[src/rtl/scanreg_pkg.sv]
package scanreg_pkg;

    // Per-cycle actions decoded once and shared by all cells
    typedef struct packed {
        logic load_first;   // primary element takes its chain input
        logic xfer;         // secondary element takes the primary value
        logic capture;      // secondary element takes the parallel input
        logic phase_hi;     // scan phase currently high
    } cell_ctrl_t;

    typedef struct packed {
        logic phase;
        logic err;
    } ctrl_state_t;

    typedef struct packed {
        logic first;
        logic second;
    } cell_state_t;

endpackage

[src/rtl/scanreg_ctrl.sv]
module scanreg_ctrl
    import scanreg_pkg::*;
(
    input  logic       clk,
    input  logic       rst_n,
    input  logic       sck_i,
    input  logic       den_i,
    output cell_ctrl_t ctrl_o,
    output logic       err_o
);

    ctrl_state_t st_d, st_q;

    always_comb begin
        st_d       = st_q;
        st_d.phase = sck_i;
        st_d.err   = sck_i & den_i;

        ctrl_o.load_first = sck_i;
        ctrl_o.xfer       = ~sck_i & st_q.phase;
        ctrl_o.capture    = ~sck_i & ~st_q.phase & den_i;
        ctrl_o.phase_hi   = st_q.phase;
    end

    always_ff @(posedge clk or negedge rst_n) begin
        if (!rst_n) st_q <= '0;
        else        st_q <= st_d;
    end

    assign err_o = st_q.err;

endmodule

[src/rtl/scanreg_cell.sv]
module scanreg_cell
    import scanreg_pkg::*;
(
    input  logic       clk,
    input  logic       rst_n,
    input  cell_ctrl_t ctrl_i,
    input  logic       tsel_i,
    input  logic       d_i,
    input  logic       chain_i,
    output logic       q_o,
    output logic       chain_o,
    output logic       so_o
);

    cell_state_t st_d, st_q;

    always_comb begin
        st_d = st_q;
        if (ctrl_i.load_first)   st_d.first  = chain_i;
        else if (ctrl_i.xfer)    st_d.second = st_q.first;
        else if (ctrl_i.capture) st_d.second = d_i;
    end

    always_ff @(posedge clk or negedge rst_n) begin
        if (!rst_n) st_q <= '0;
        else        st_q <= st_d;
    end

    assign q_o     = tsel_i ? st_q.first : st_q.second;
    assign chain_o = st_q.second;
    assign so_o    = ctrl_i.phase_hi ? st_q.first : st_q.second;

endmodule

[src/rtl/scan_stage_reg.sv]
module scan_stage_reg
    import scanreg_pkg::*;
#(
    parameter int W = 8
) (
    input  logic         clk,
    input  logic         rst_n,
    input  logic [W-1:0] din_i,
    input  logic         den_i,
    input  logic         sck_i,
    input  logic         tsel_i,
    input  logic         sin_i,
    output logic [W-1:0] dout_o,
    output logic         sout_o,
    output logic         err_o
);

    localparam int LAST = W - 1;

    cell_ctrl_t   ctrl;
    logic [W-1:0] chain_in;
    logic [W-1:0] chain_out;
    logic [W-1:0] so_bits;

    scanreg_ctrl u_ctrl (
        .clk    (clk),
        .rst_n  (rst_n),
        .sck_i  (sck_i),
        .den_i  (den_i),
        .ctrl_o (ctrl),
        .err_o  (err_o)
    );

    assign chain_in[0] = sin_i;

    genvar g;
    generate
        for (g = 1; g < W; g++) begin : g_link
            assign chain_in[g] = chain_out[g-1];
        end
        for (g = 0; g < W; g++) begin : g_cell
            scanreg_cell u_cell (
                .clk     (clk),
                .rst_n   (rst_n),
                .ctrl_i  (ctrl),
                .tsel_i  (tsel_i),
                .d_i     (din_i[g]),
                .chain_i (chain_in[g]),
                .q_o     (dout_o[g]),
                .chain_o (chain_out[g]),
                .so_o    (so_bits[g])
            );
        end
    endgenerate

    assign sout_o = so_bits[LAST];

endmodule

[config.mk]
export PLATFORM = sky130hd
export DESIGN_NAME = scan_stage_reg
export DESIGN_NICKNAME = d
export VERILOG_FILES = /design/src/rtl/scanreg_pkg.sv /design/src/rtl/scanreg_ctrl.sv /design/src/rtl/scanreg_cell.sv /design/src/rtl/scan_stage_reg.sv
export SDC_FILE = /design/constraint.sdc
export NUM_CORES = 1
export LEC_CHECK = 0
export ABC_AREA = 1
export ABC_CLOCK_PERIOD_IN_PS = 1200
export BUFFER_PORTS_ARGS = -buffer_cell sky130_fd_sc_hd__buf_2
export CAP_MARGIN = 25
export CELL_PAD_IN_SITES_DETAIL_PLACEMENT = 1
export CELL_PAD_IN_SITES_GLOBAL_PLACEMENT = 2
export CORE_AREA = 8 8 68 70
export CTS_CLUSTER_SIZE = 25
export DETAILED_ROUTE_END_ITERATION = 10
export DIE_AREA = 0 0 76 78
export HOLD_SLACK_MARGIN = 0.03
export PLACE_DENSITY = 0.84
export SETUP_SLACK_MARGIN = 0.4
export SLEW_MARGIN = 5
export SYNTH_ARGS = -nofsm -noshare
export SYNTH_HDL_FRONTEND = slang
export SYNTH_SLANG_ARGS = --single-unit
[constraint.sdc]
create_clock -name clk -period 1.2 [get_ports clk]
set_input_delay 0.06 -clock clk [delete_from_list [all_inputs] [get_ports clk]]
set_output_delay 0.06 -clock clk [all_outputs]
set_load 0.03 [all_outputs]
==> results of run 1 <==
[layer usage]
layer	GRT usage (%)	share of wire, %	vias to the layer above
li1	-	-	448
met1	11.0	45	433
met2	14.9	51	16
met3	2.30	4.3	2
met4	1.76	0.27	0
met5	0	0	-
[worst max path at each step]
| stage | from | endpoint | slack [ns] |
|---|---|---|---|
| finish | u_ctrl.ctrl_o[0]$_DFF_PN0_ | sout_o | 0.08 |
| global route | g_cell[7].u_cell.chain_o$_DFFE_PN0P_ | dout_o[7] | 0.03 |
| detailed placement | u_ctrl.ctrl_o[0]$_DFF_PN0_ | g_cell[6].u_cell.chain_o$_DFFE_PN0P_ | 0.06 |
| global placement | u_ctrl.ctrl_o[0]$_DFF_PN0_ | g_cell[7].u_cell.chain_o$_DFFE_PN0P_ | 0.11 |
| floorplan | u_ctrl.ctrl_o[0]$_DFF_PN0_ | g_cell[5].u_cell.chain_o$_DFFE_PN0P_ | 0.33 |
| CTS | u_ctrl.ctrl_o[0]$_DFF_PN0_ | sout_o | 0.07 |
[repair_timing]
action | 4_1_cts | 5_1_grt
resized for setup | 22 | 16
buffers inserted | 8 | 6
pin swaps | 2 | 2
setup endpoints to repair | 18 | 23
hold buffers | 3 | 0
gates cloned | 1 | 0
endpoints found under the hold margin | 20 | 0
[cell families (layout without fill, tap and decap cells)]
group / count (synthesis) / after routing / synth area share [%]
compound gates: 17 / 17 / 8.77
simple gates: 60 / 61 / 28.3
buf+inv: 32 / 63 / 17.8
flops: 18 / 18 / 45.1
[placed cells by master (no fill, tap or decap), types with 2 or more instances in the layout]
cell type       n
a21oi_1         5
a21oi_2         3
buf_2          13
buf_4          17
buf_6           8
clkbuf_4        3
dfrtp_1        17
dlygate4sd3_1   3
inv_1          10
inv_2           7
inv_6           2
nand2_1        32
nand2_2         3
nand2_4         2
nand2_8         2
nand3_1        14
nor2_1          8
o21ai_0         3
o21ai_1         4
[sequential cells by signal (all words and copies together) (netlist names)]
signal	count
u_ctrl.err_o	1
u_ctrl.ctrl_o	1
g_cell.u_cell.chain_o	8
g_cell.u_cell.st_q	8
[area by class of cell]
| cell class | count | area [sq um] | area share (%) |
|---|---|---|---|
| sequential | 18 | 452 | 33.9 |
| tap | 48 | 60.1 | 4.50 |
| inverter | 19 | 81.3 | 6.10 |
| timing repair buffer | 41 | 313 | 23.5 |
| clock buffer | 3 | 22.5 | 1.69 |
| multi-input combinational | 78 | 405 | 30.4 |
[Yosys cell counts (2+ instances only)]
library cell  number  share of area (%)
a21oi_1            8                4.0
buf_4             10                7.5
dfrtp_1           18                 45
inv_1             17                6.4
inv_6              2                1.8
nand2_1           35                 13
nand2_8            2                4.0
nand3_1           14                7.0
nor2_1             8                3.0
o21ai_0            8                4.0
[worst min-delay path: stages]
cell and delay, ns:
buf_2 0.08, inv_1 0.03, nand2_1 0.05, nand3_1 0.07
nand2_1 0.06
[metrics by stage]
| stage | instance area (sq um) | hold WS [ns] |
|---|---|---|
| floorplan | 1000 | -0.236 |
| global placement | 1090 | 0.0147 |
| detailed placement | 1090 | 0.0183 |
| CTS | 1250 | 0.0835 |
| global route | 1330 | 0.103 |
| finish | 1330 | 0.0876 |
[power groups by stage]
stage          combinational (W)  sequential, W  clock, W
5_1_grt                 0.000684       0.000745  0.000326
2_1_floorplan           0.000360       0.000738         0
6_report                0.000621       0.000737  0.000297
4_1_cts                 0.000545       0.000732  0.000313
3_5_place_dp            0.000424       0.000752         0
3_3_place_gp            0.000414       0.000751         0
==> results.tsv, run 1 <==
metric	value	unit
DR vias/cell	4.34	
period utilisation layout	93.4	%
Clock power frac	17.9	%
Filler cells	433	
max frequency	892	MHz
run status	completed	
Max-Cap Viols	0	
global-route wire length before repair	4440	microns
Post-Syn Area	998	sq um
Yosys reg bits	18	
Clock Path Buffers	2	
syn avg cell area	7.86	sq um
number of synthesized flops with an enable pin	0	
PD cells	1240	nW/um^2
Hold Path Class	input port to flop	
fin nets	175	
reg2reg start	u_ctrl.ctrl_o[0]$_DFF_PN0_	
drt wl/cell	12.5	microns
root buf cell	clkbuf_4	
WHS Path Cells	5	
Die ar.	5930	sq um
WHS Endpoint	g_cell[2].u_cell.chain_o$_DFFE_PN0P_	
clock period minus worst slack	1.12	ns
drt total wl	2590	microns
H-tree depth	1	
unrepaired setup endpoints after global routing	true	
final hold vios	0	
synth warn	0	
Worst Skew	0.00112	ns
antenna viol nets, final	0	
delay-heaviest family, CP	flip-flops	
worst path required time	1.14	ns
Starting Density	28.1	%
Pins Over Slew Limit	0	
Gate power share	37.5	%
CP max FO	4	
Tightest Pin Transition	0.405	ns
largest net degree at the start of global routing	19	
Pleak	0.709	nW
reg-to-reg endpoint	g_cell[4].u_cell.chain_o$_DFFE_PN0P_	
TritonCTS clock tree	done	
vias in the first global route	960	
Sw Ratio	34.6	%
Cell Chain, Critical Path	o21a_2, buf_6	
vias post-DR	899	
Die X	76	microns
initial antenna violation count	0	
grt ovf	0	
post-synthesis sequential area ratio	45.1	%
R2R setup slack	0.16	ns
CP Launch Type	flop	
Final Setup Violations	0	
Iter 0 DRT Violations	13	
Worst-Skew Late Latency	0.28	ns
DR DRC count	0	
dpl hpwl	1810	microns
Critical Path Max Stage Delay	0.44	ns
Reg clk slew, reported paths	0.10	ns
hold_sp	din_i[2]	
Setup WS pre-CTS	0.0636	ns
setup slack after layout	0.0795	ns
TNS Setup	0	ns
Net Count, Synth	141	
num ports	24	
R2R depth	6	
dpl cells	186	
Power Total	0.00166	W
final core utilization	37.6	%
total CTS buffers	3	
layout cells sized above 1	39.6	%
P_int	0.00108	W
Async SR Flop Fraction	100	%
Top FF cell, synth	dfrtp_1	
final cell count without fillers	207	
Cells after Synth	127	
crit path max-delay cell type	dfrtp_2	
GRT Total Usage	8.83	%
drt pass-1 iters	4	
CTS sink cnt	18	
switching pwr	0.000573	W
Buf+Inv Stages, Crit Path	1	
Setup crit end kind	primary output	
I/O Buffers	23	
die height	78	microns
sequential cell fraction of total power	44.5	%
CP Class	flop to primary output	
Slew HR	73.0	%
# diodes	0	
count of different cell masters after synthesis	15	
placer congestion estimate	0.806	
Area growth, synth to finish	33.6	%
Arr. time, crit path	1.06	ns
Placement Rows	22	
Worst IR Drop VDD	376	uV
Core ar.	3550	sq um
Levels on crit path	2	
Power figures use the tool's default switching activity.
==> run 2, diff against run 1 <==
--- a/config.mk
+++ b/config.mk
@@ -17,6 +17,7 @@
 export DIE_AREA = 0 0 76 78
 export HOLD_SLACK_MARGIN = 0.03
 export PLACE_DENSITY = 0.84
+export RECOVER_POWER = 50
 export SETUP_SLACK_MARGIN = 0.4
 export SLEW_MARGIN = 5
 export SYNTH_ARGS = -nofsm -noshare
==> run 2 against run 1 <==
  * Non-clock buffer count is the same
  * Critical endpoint unchanged
  * Largest cell class unchanged
  * Sequential power is essentially flat
  * Hold slack is essentially flat
  * Final area shrank 0.38%
  * Critical path type unchanged
  * Highest routed layer unchanged
==> results.tsv, run 2 (synthesis gave the netlist of run 1 again) <==
metric	value	unit
run status	completed	
Levels on crit path	2	
die height	78	microns
Core ar.	3550	sq um
WHS Path Cells	5	
CTS sink cnt	18	
Setup crit end kind	primary output	
Final Setup Violations	0	
reg-to-reg endpoint	g_cell[4].u_cell.chain_o$_DFFE_PN0P_	
Setup WS pre-CTS	0.0636	ns
GRT Total Usage	8.83	%
TNS Setup	0	ns
vias in the first global route	960	
root buf cell	clkbuf_4	
max frequency	892	MHz
delay-heaviest family, CP	flip-flops	
dpl cell area	1090	sq um
grt ovf	0	
Hold Path Class	input port to flop	
vias post-DR	899	
dpl hpwl	1810	microns
clock period minus worst slack	1.12	ns
Placement Rows	22	
drt wl/cell	12.5	microns
drt pass-1 iters	4	
Iter 0 DRT Violations	17	
I/O Buffers	23	
CP Class	flop to primary output	
Area growth, synth to finish	33.1	%
total CTS buffers	3	
Filler cells	435	
num ports	24	
largest net degree at the start of global routing	19	
grt met1 use	11.0	%
period utilisation layout	93.4	%
worst path required time	1.14	ns
final hold vios	0	
Die ar.	5930	sq um
drt total wl	2590	microns
antenna viol nets, final	0	
CP Launch Type	flop	
Pins Over Slew Limit	0	
R2R setup slack	0.16	ns
Critical Path Max Stage Delay	0.44	ns
layout cells sized above 1	38.4	%
placer congestion estimate	0.806	
TritonCTS clock tree	done	
commonest cells after routing, fill and taps aside	nand2_1, dfrtp_1, buf_4	
# diodes	0	
DR vias/cell	4.34	
initial antenna violation count	0	
met3 usage	2.30	%
Power Total	0.00165	W
hold_sp	din_i[2]	
Cell Chain, Critical Path	o21a_2, buf_6	
M2 GR Usage	14.9	%
Die X	76	microns
setup slack after layout	0.0795	ns
Pleak	0.703	nW
Slew HR	45.9	%
Worst IR Drop VDD	369	uV
R2R depth	6	
crit path max-delay cell type	dfrtp_2	
FF+latch area	452	sq um
Buf+Inv Stages, Crit Path	1	
fin nets	175	
H-tree depth	1	
busiest grt layer	met2	
multi-input logic area	405	sq um
PD cells	1240	nW/um^2
Post-Layout Inst Area	1330	sq um
Starting Density	28.1	%
commonest non-fill, non-tap cell in the layout	nand2_1	
DR DRC count	0	
Worst-Skew Late Latency	0.28	ns
Max-Cap Viols	0	
Arr. time, crit path	1.06	ns
Worst Skew	0.00111	ns
WHS Endpoint	g_cell[2].u_cell.chain_o$_DFFE_PN0P_	
CP max FO	4	
Clock Path Buffers	2	
Reg clk slew, reported paths	0.10	ns
global-route wire length before repair	4440	microns
unrepaired setup endpoints after global routing	true	
Tightest Pin Transition	0.811	ns
reg2reg start	u_ctrl.ctrl_o[0]$_DFF_PN0_	
run 2: changes by cell type in the layout (fill, tap and decap cells not counted), sizes merged:
cell	delta
clkbuf	+3
buf	-3
run 2: through the flow:
stage / util, % / hold WS [ns] / cells
after floorplan: - / -0.236 / 127
after detailed placement: 30.6 / 0.0183 / 186
after global routing: 37.4 / 0.103 / 207
after CTS: 35.3 / 0.0835 / 201
after global placement: 30.6 / 0.0147 / 186
final: 37.4 / 0.0876 / 207
run 2: worst max-delay path by stage:
stage | start | endpoint
floorplan | u_ctrl.ctrl_o[0]$_DFF_PN0_ | g_cell[5].u_cell.chain_o$_DFFE_PN0P_
global placement | u_ctrl.ctrl_o[0]$_DFF_PN0_ | g_cell[7].u_cell.chain_o$_DFFE_PN0P_
CTS | u_ctrl.ctrl_o[0]$_DFF_PN0_ | sout_o
global route | g_cell[7].u_cell.chain_o$_DFFE_PN0P_ | dout_o[7]
finish | u_ctrl.ctrl_o[0]$_DFF_PN0_ | sout_o
detailed placement | u_ctrl.ctrl_o[0]$_DFF_PN0_ | g_cell[6].u_cell.chain_o$_DFFE_PN0P_
run 2: what timing repair did:
action                     CTS  global route
gates resized for setup     22            16
setup endpoints to repair   18            23
buffers inserted             8             6
hold buffers                 3             0
gates cloned                 1             0
hold endpoints to repair    20             0
pin swaps                    2             2
run 2: where the power goes:
part	internal (W)	total, W	leakage (nW)	switching, W
clock network	0.000116	0.000297	0.0138	0.000180
registers	0.000690	0.000737	0.221	0.0000471
logic	0.000273	0.000619	0.467	0.000346
run 2: cell type report:
cell class | count | area share, %
Tap cell | 48 | 4.52
Timing Repair Buffer | 41 | 23.2
Multi-Input combinational cell | 78 | 30.5
Clock buffer | 3 | 1.69
Inverter | 19 | 6.12
Sequential cell | 18 | 34.0
run 2: routing by layer:
layer  share of wire, %  routed length, microns  vias to the layer above
li1                   -                       -                      448
met3                4.3                     112                        2
met4               0.27                       7                        0
met5                  0                       0                        -
met1                 45                    1160                      433
met2                 51                    1310                       16
run 2: worst register-to-register path: stages, from the launching register on:
cell and delay, ns:
dfrtp_2 0.44, buf_4 0.18, nand2_8 0.09, nand2_8 0.08, inv_6 0.08, nand2_1 0.05, nand2_1 0.06
==> run 3, diff against run 2 <==
--- a/config.mk
+++ b/config.mk
@@ -6,17 +6,17 @@
 export NUM_CORES = 1
 export LEC_CHECK = 0
 export ABC_AREA = 1
-export ABC_CLOCK_PERIOD_IN_PS = 1200
+export ABC_CLOCK_PERIOD_IN_PS = 1300
 export BUFFER_PORTS_ARGS = -buffer_cell sky130_fd_sc_hd__buf_2
 export CAP_MARGIN = 25
 export CELL_PAD_IN_SITES_DETAIL_PLACEMENT = 1
 export CELL_PAD_IN_SITES_GLOBAL_PLACEMENT = 2
-export CORE_AREA = 8 8 68 70
+export CORE_AREA = 2 2 60 62
 export CTS_CLUSTER_SIZE = 25
 export DETAILED_ROUTE_END_ITERATION = 10
-export DIE_AREA = 0 0 76 78
+export DIE_AREA = 0 0 62 64
 export HOLD_SLACK_MARGIN = 0.03
-export PLACE_DENSITY = 0.84
+export PLACE_DENSITY = 0.88
 export RECOVER_POWER = 50
 export SETUP_SLACK_MARGIN = 0.4
 export SLEW_MARGIN = 5
==> constraint.sdc (replaced) <==
create_clock -name clk -period 1.3 [get_ports clk]
set_input_delay 0.065 -clock clk [delete_from_list [all_inputs] [get_ports clk]]
set_output_delay 0.065 -clock clk [all_outputs]
set_load 0.03 [all_outputs]
==> run 3 against run 2 <==
  * Clock skew rose by 0.0019 ns
  * Setup slack gained 0.092 ns
  * Wire length fell by 2.2%
  * Non-clock buffer count fell by 3
  * Via count shrank 2.0%
  * Die area shrank 33%
  * Final area down 2.5%
  * Global-route usage grew 5.4 points
  * Power down 8.5%
  * Flip-flop and latch count did not move
  * Sequential share of layout area increased by 0.89 points
  * Critical endpoint unchanged
  * Largest power group unchanged
==> results.tsv, run 3 (synthesis gave the netlist of run 1 again) <==
metric	value	unit
run status	completed	
# diodes	0	
worst path required time	1.24	ns
total CTS buffers	3	
num ports	24	
clock period minus worst slack	1.13	ns
CP Launch Type	flop	
root buf cell	clkbuf_4	
Placement Rows	21	
WHS Path Cells	5	
reg-to-reg endpoint	g_cell[0].u_cell.chain_o$_DFFE_PN0P_	
Worst IR Drop VDD	256	uV
Starting Density	30.4	%
drt total wl	2530	microns
DR DRC count	0	
GRT Total Usage	14.2	%
drt wl/cell	12.6	microns
hold_sp	din_i[7]	
vias post-DR	881	
CP Class	flop to primary output	
final hold vios	0	
commonest cells after routing, fill and taps aside	nand2_1, dfrtp_1, nand3_1, buf_4	
CTS sink cnt	18	
Pins Over Slew Limit	0	
Arr. time, crit path	1.06	ns
antenna viol nets, final	0	
TNS Setup	0	ns
Post-Layout Inst Area	1290	sq um
R2R setup slack	0.22	ns
fin nets	171	
Final Setup Violations	0	
Worst-Skew Late Latency	0.29	ns
Max-Cap Viols	0	
DR vias/cell	4.38	
Pleak	0.679	nW
Hold Path Class	input port to flop	
initial antenna violation count	0	
Setup crit end kind	primary output	
dpl hpwl	1840	microns
H-tree depth	1	
vias in the first global route	959	
period utilisation layout	86.8	%
Power Total	0.00151	W
R2R depth	6	
Clock Path Buffers	2	
Slew HR	50.8	%
Worst Skew	0.00302	ns
Die ar.	3970	sq um
I/O Buffers	23	
unrepaired setup endpoints after global routing	true	
die height	64	microns
max frequency	886	MHz
Reg clk slew, reported paths	0.11	ns
TritonCTS clock tree	done	
commonest non-fill, non-tap cell in the layout	nand2_1	
Iter 0 DRT Violations	28	
Die X	62	microns
Core ar.	3280	sq um
drt pass-1 iters	4	
Filler cells	409	
Area growth, synth to finish	29.7	%
PD cells	1170	nW/um^2
layout cells sized above 1	37.4	%
CP max FO	3	
Tightest Pin Transition	0.737	ns
placer congestion estimate	0.838	
WHS Endpoint	g_cell[7].u_cell.chain_o$_DFFE_PN0P_	
grt ovf	0	
Setup WS pre-CTS	0.186	ns
largest net degree at the start of global routing	19	
dpl cell area	1080	sq um
global-route wire length before repair	4240	microns
setup slack after layout	0.172	ns
reg2reg start	u_ctrl.ctrl_o[0]$_DFF_PN0_	
## run 3: cell types whose count changed in the layout (fill, tap and decap cells not counted), moves of 2 or more
cell | previous run | this run
o21ai_1 | 3 | 0
nand2_2 | 3 | 1
a21oi_1 | 5 | 3
nor2_1 | 8 | 5
buf_4 | 16 | 14
a21oi_2 | 3 | 5
o21ai_0 | 4 | 8
nor2_2 | 0 | 3
nand2_1 | 32 | 34
## run 3: worst max path at each step
stage                                      endpoint  slack (ns)                                 start
5_1_grt                                      sout_o        0.14  g_cell[7].u_cell.st_q[1]$_DFFE_PN0P_
4_1_cts                                      sout_o        0.17            u_ctrl.ctrl_o[0]$_DFF_PN0_
6_report                                     sout_o        0.17            u_ctrl.ctrl_o[0]$_DFF_PN0_
3_5_place_dp   g_cell[0].u_cell.chain_o$_DFFE_PN0P_        0.19            u_ctrl.ctrl_o[0]$_DFF_PN0_
3_3_place_gp   g_cell[7].u_cell.chain_o$_DFFE_PN0P_        0.24            u_ctrl.ctrl_o[0]$_DFF_PN0_
2_1_floorplan  g_cell[5].u_cell.chain_o$_DFFE_PN0P_        0.42            u_ctrl.ctrl_o[0]$_DFF_PN0_
## run 3: per-layer routing
layer | up-vias | track usage, % | share of wire [%]
li1 | 443 | - | -
met1 | 419 | 18.7 | 45
met2 | 15 | 22.8 | 50
met3 | 4 | 1.82 | 3.0
met4 | 0 | 6.12 | 1.5
met5 | - | 0 | 0
## run 3: final cells by class
cell class              instances  area [sq um]  area share [%]
clock buffers                   3          22.5            1.74
inverters                      19          81.3            6.28
multi-input cells              77           400            30.9
flip-flops and latches         18           452            34.9
well taps                      46          57.6            4.44
repair buffers                 38           282            21.7
## run 3: report_power, final
group          switching [W]  leakage, nW  internal, W
combinational       0.000320        0.444     0.000232
clock               0.000173       0.0138     0.000108
sequential         0.0000416        0.221     0.000637
## run 3: per-stage QoR
stage               utilization (%)  std cells  hold WS (ns)
detailed placement             33.0        184        0.0256
global placement               33.0        184        0.0226
finish                         39.4        201        0.0959
global route                   39.4        201         0.115
CTS                            38.4        199        0.0982
floorplan                         -        127        -0.231
## run 3: worst max-delay path, stage by stage (launching register included)
cell,delay (ns)
dfrtp_2,0.44
o21a_2,0.20
buf_6,0.13
## run 3: repair_timing
action / 4_1_cts / 5_1_grt
pin swaps: 4 / 7
gates resized for setup: 26 / 7
hold endpoints to repair: 20 / 0
endpoints found under the setup margin: 18 / 18
buffers inserted: 9 / 2
hold buffers: 3 / 0
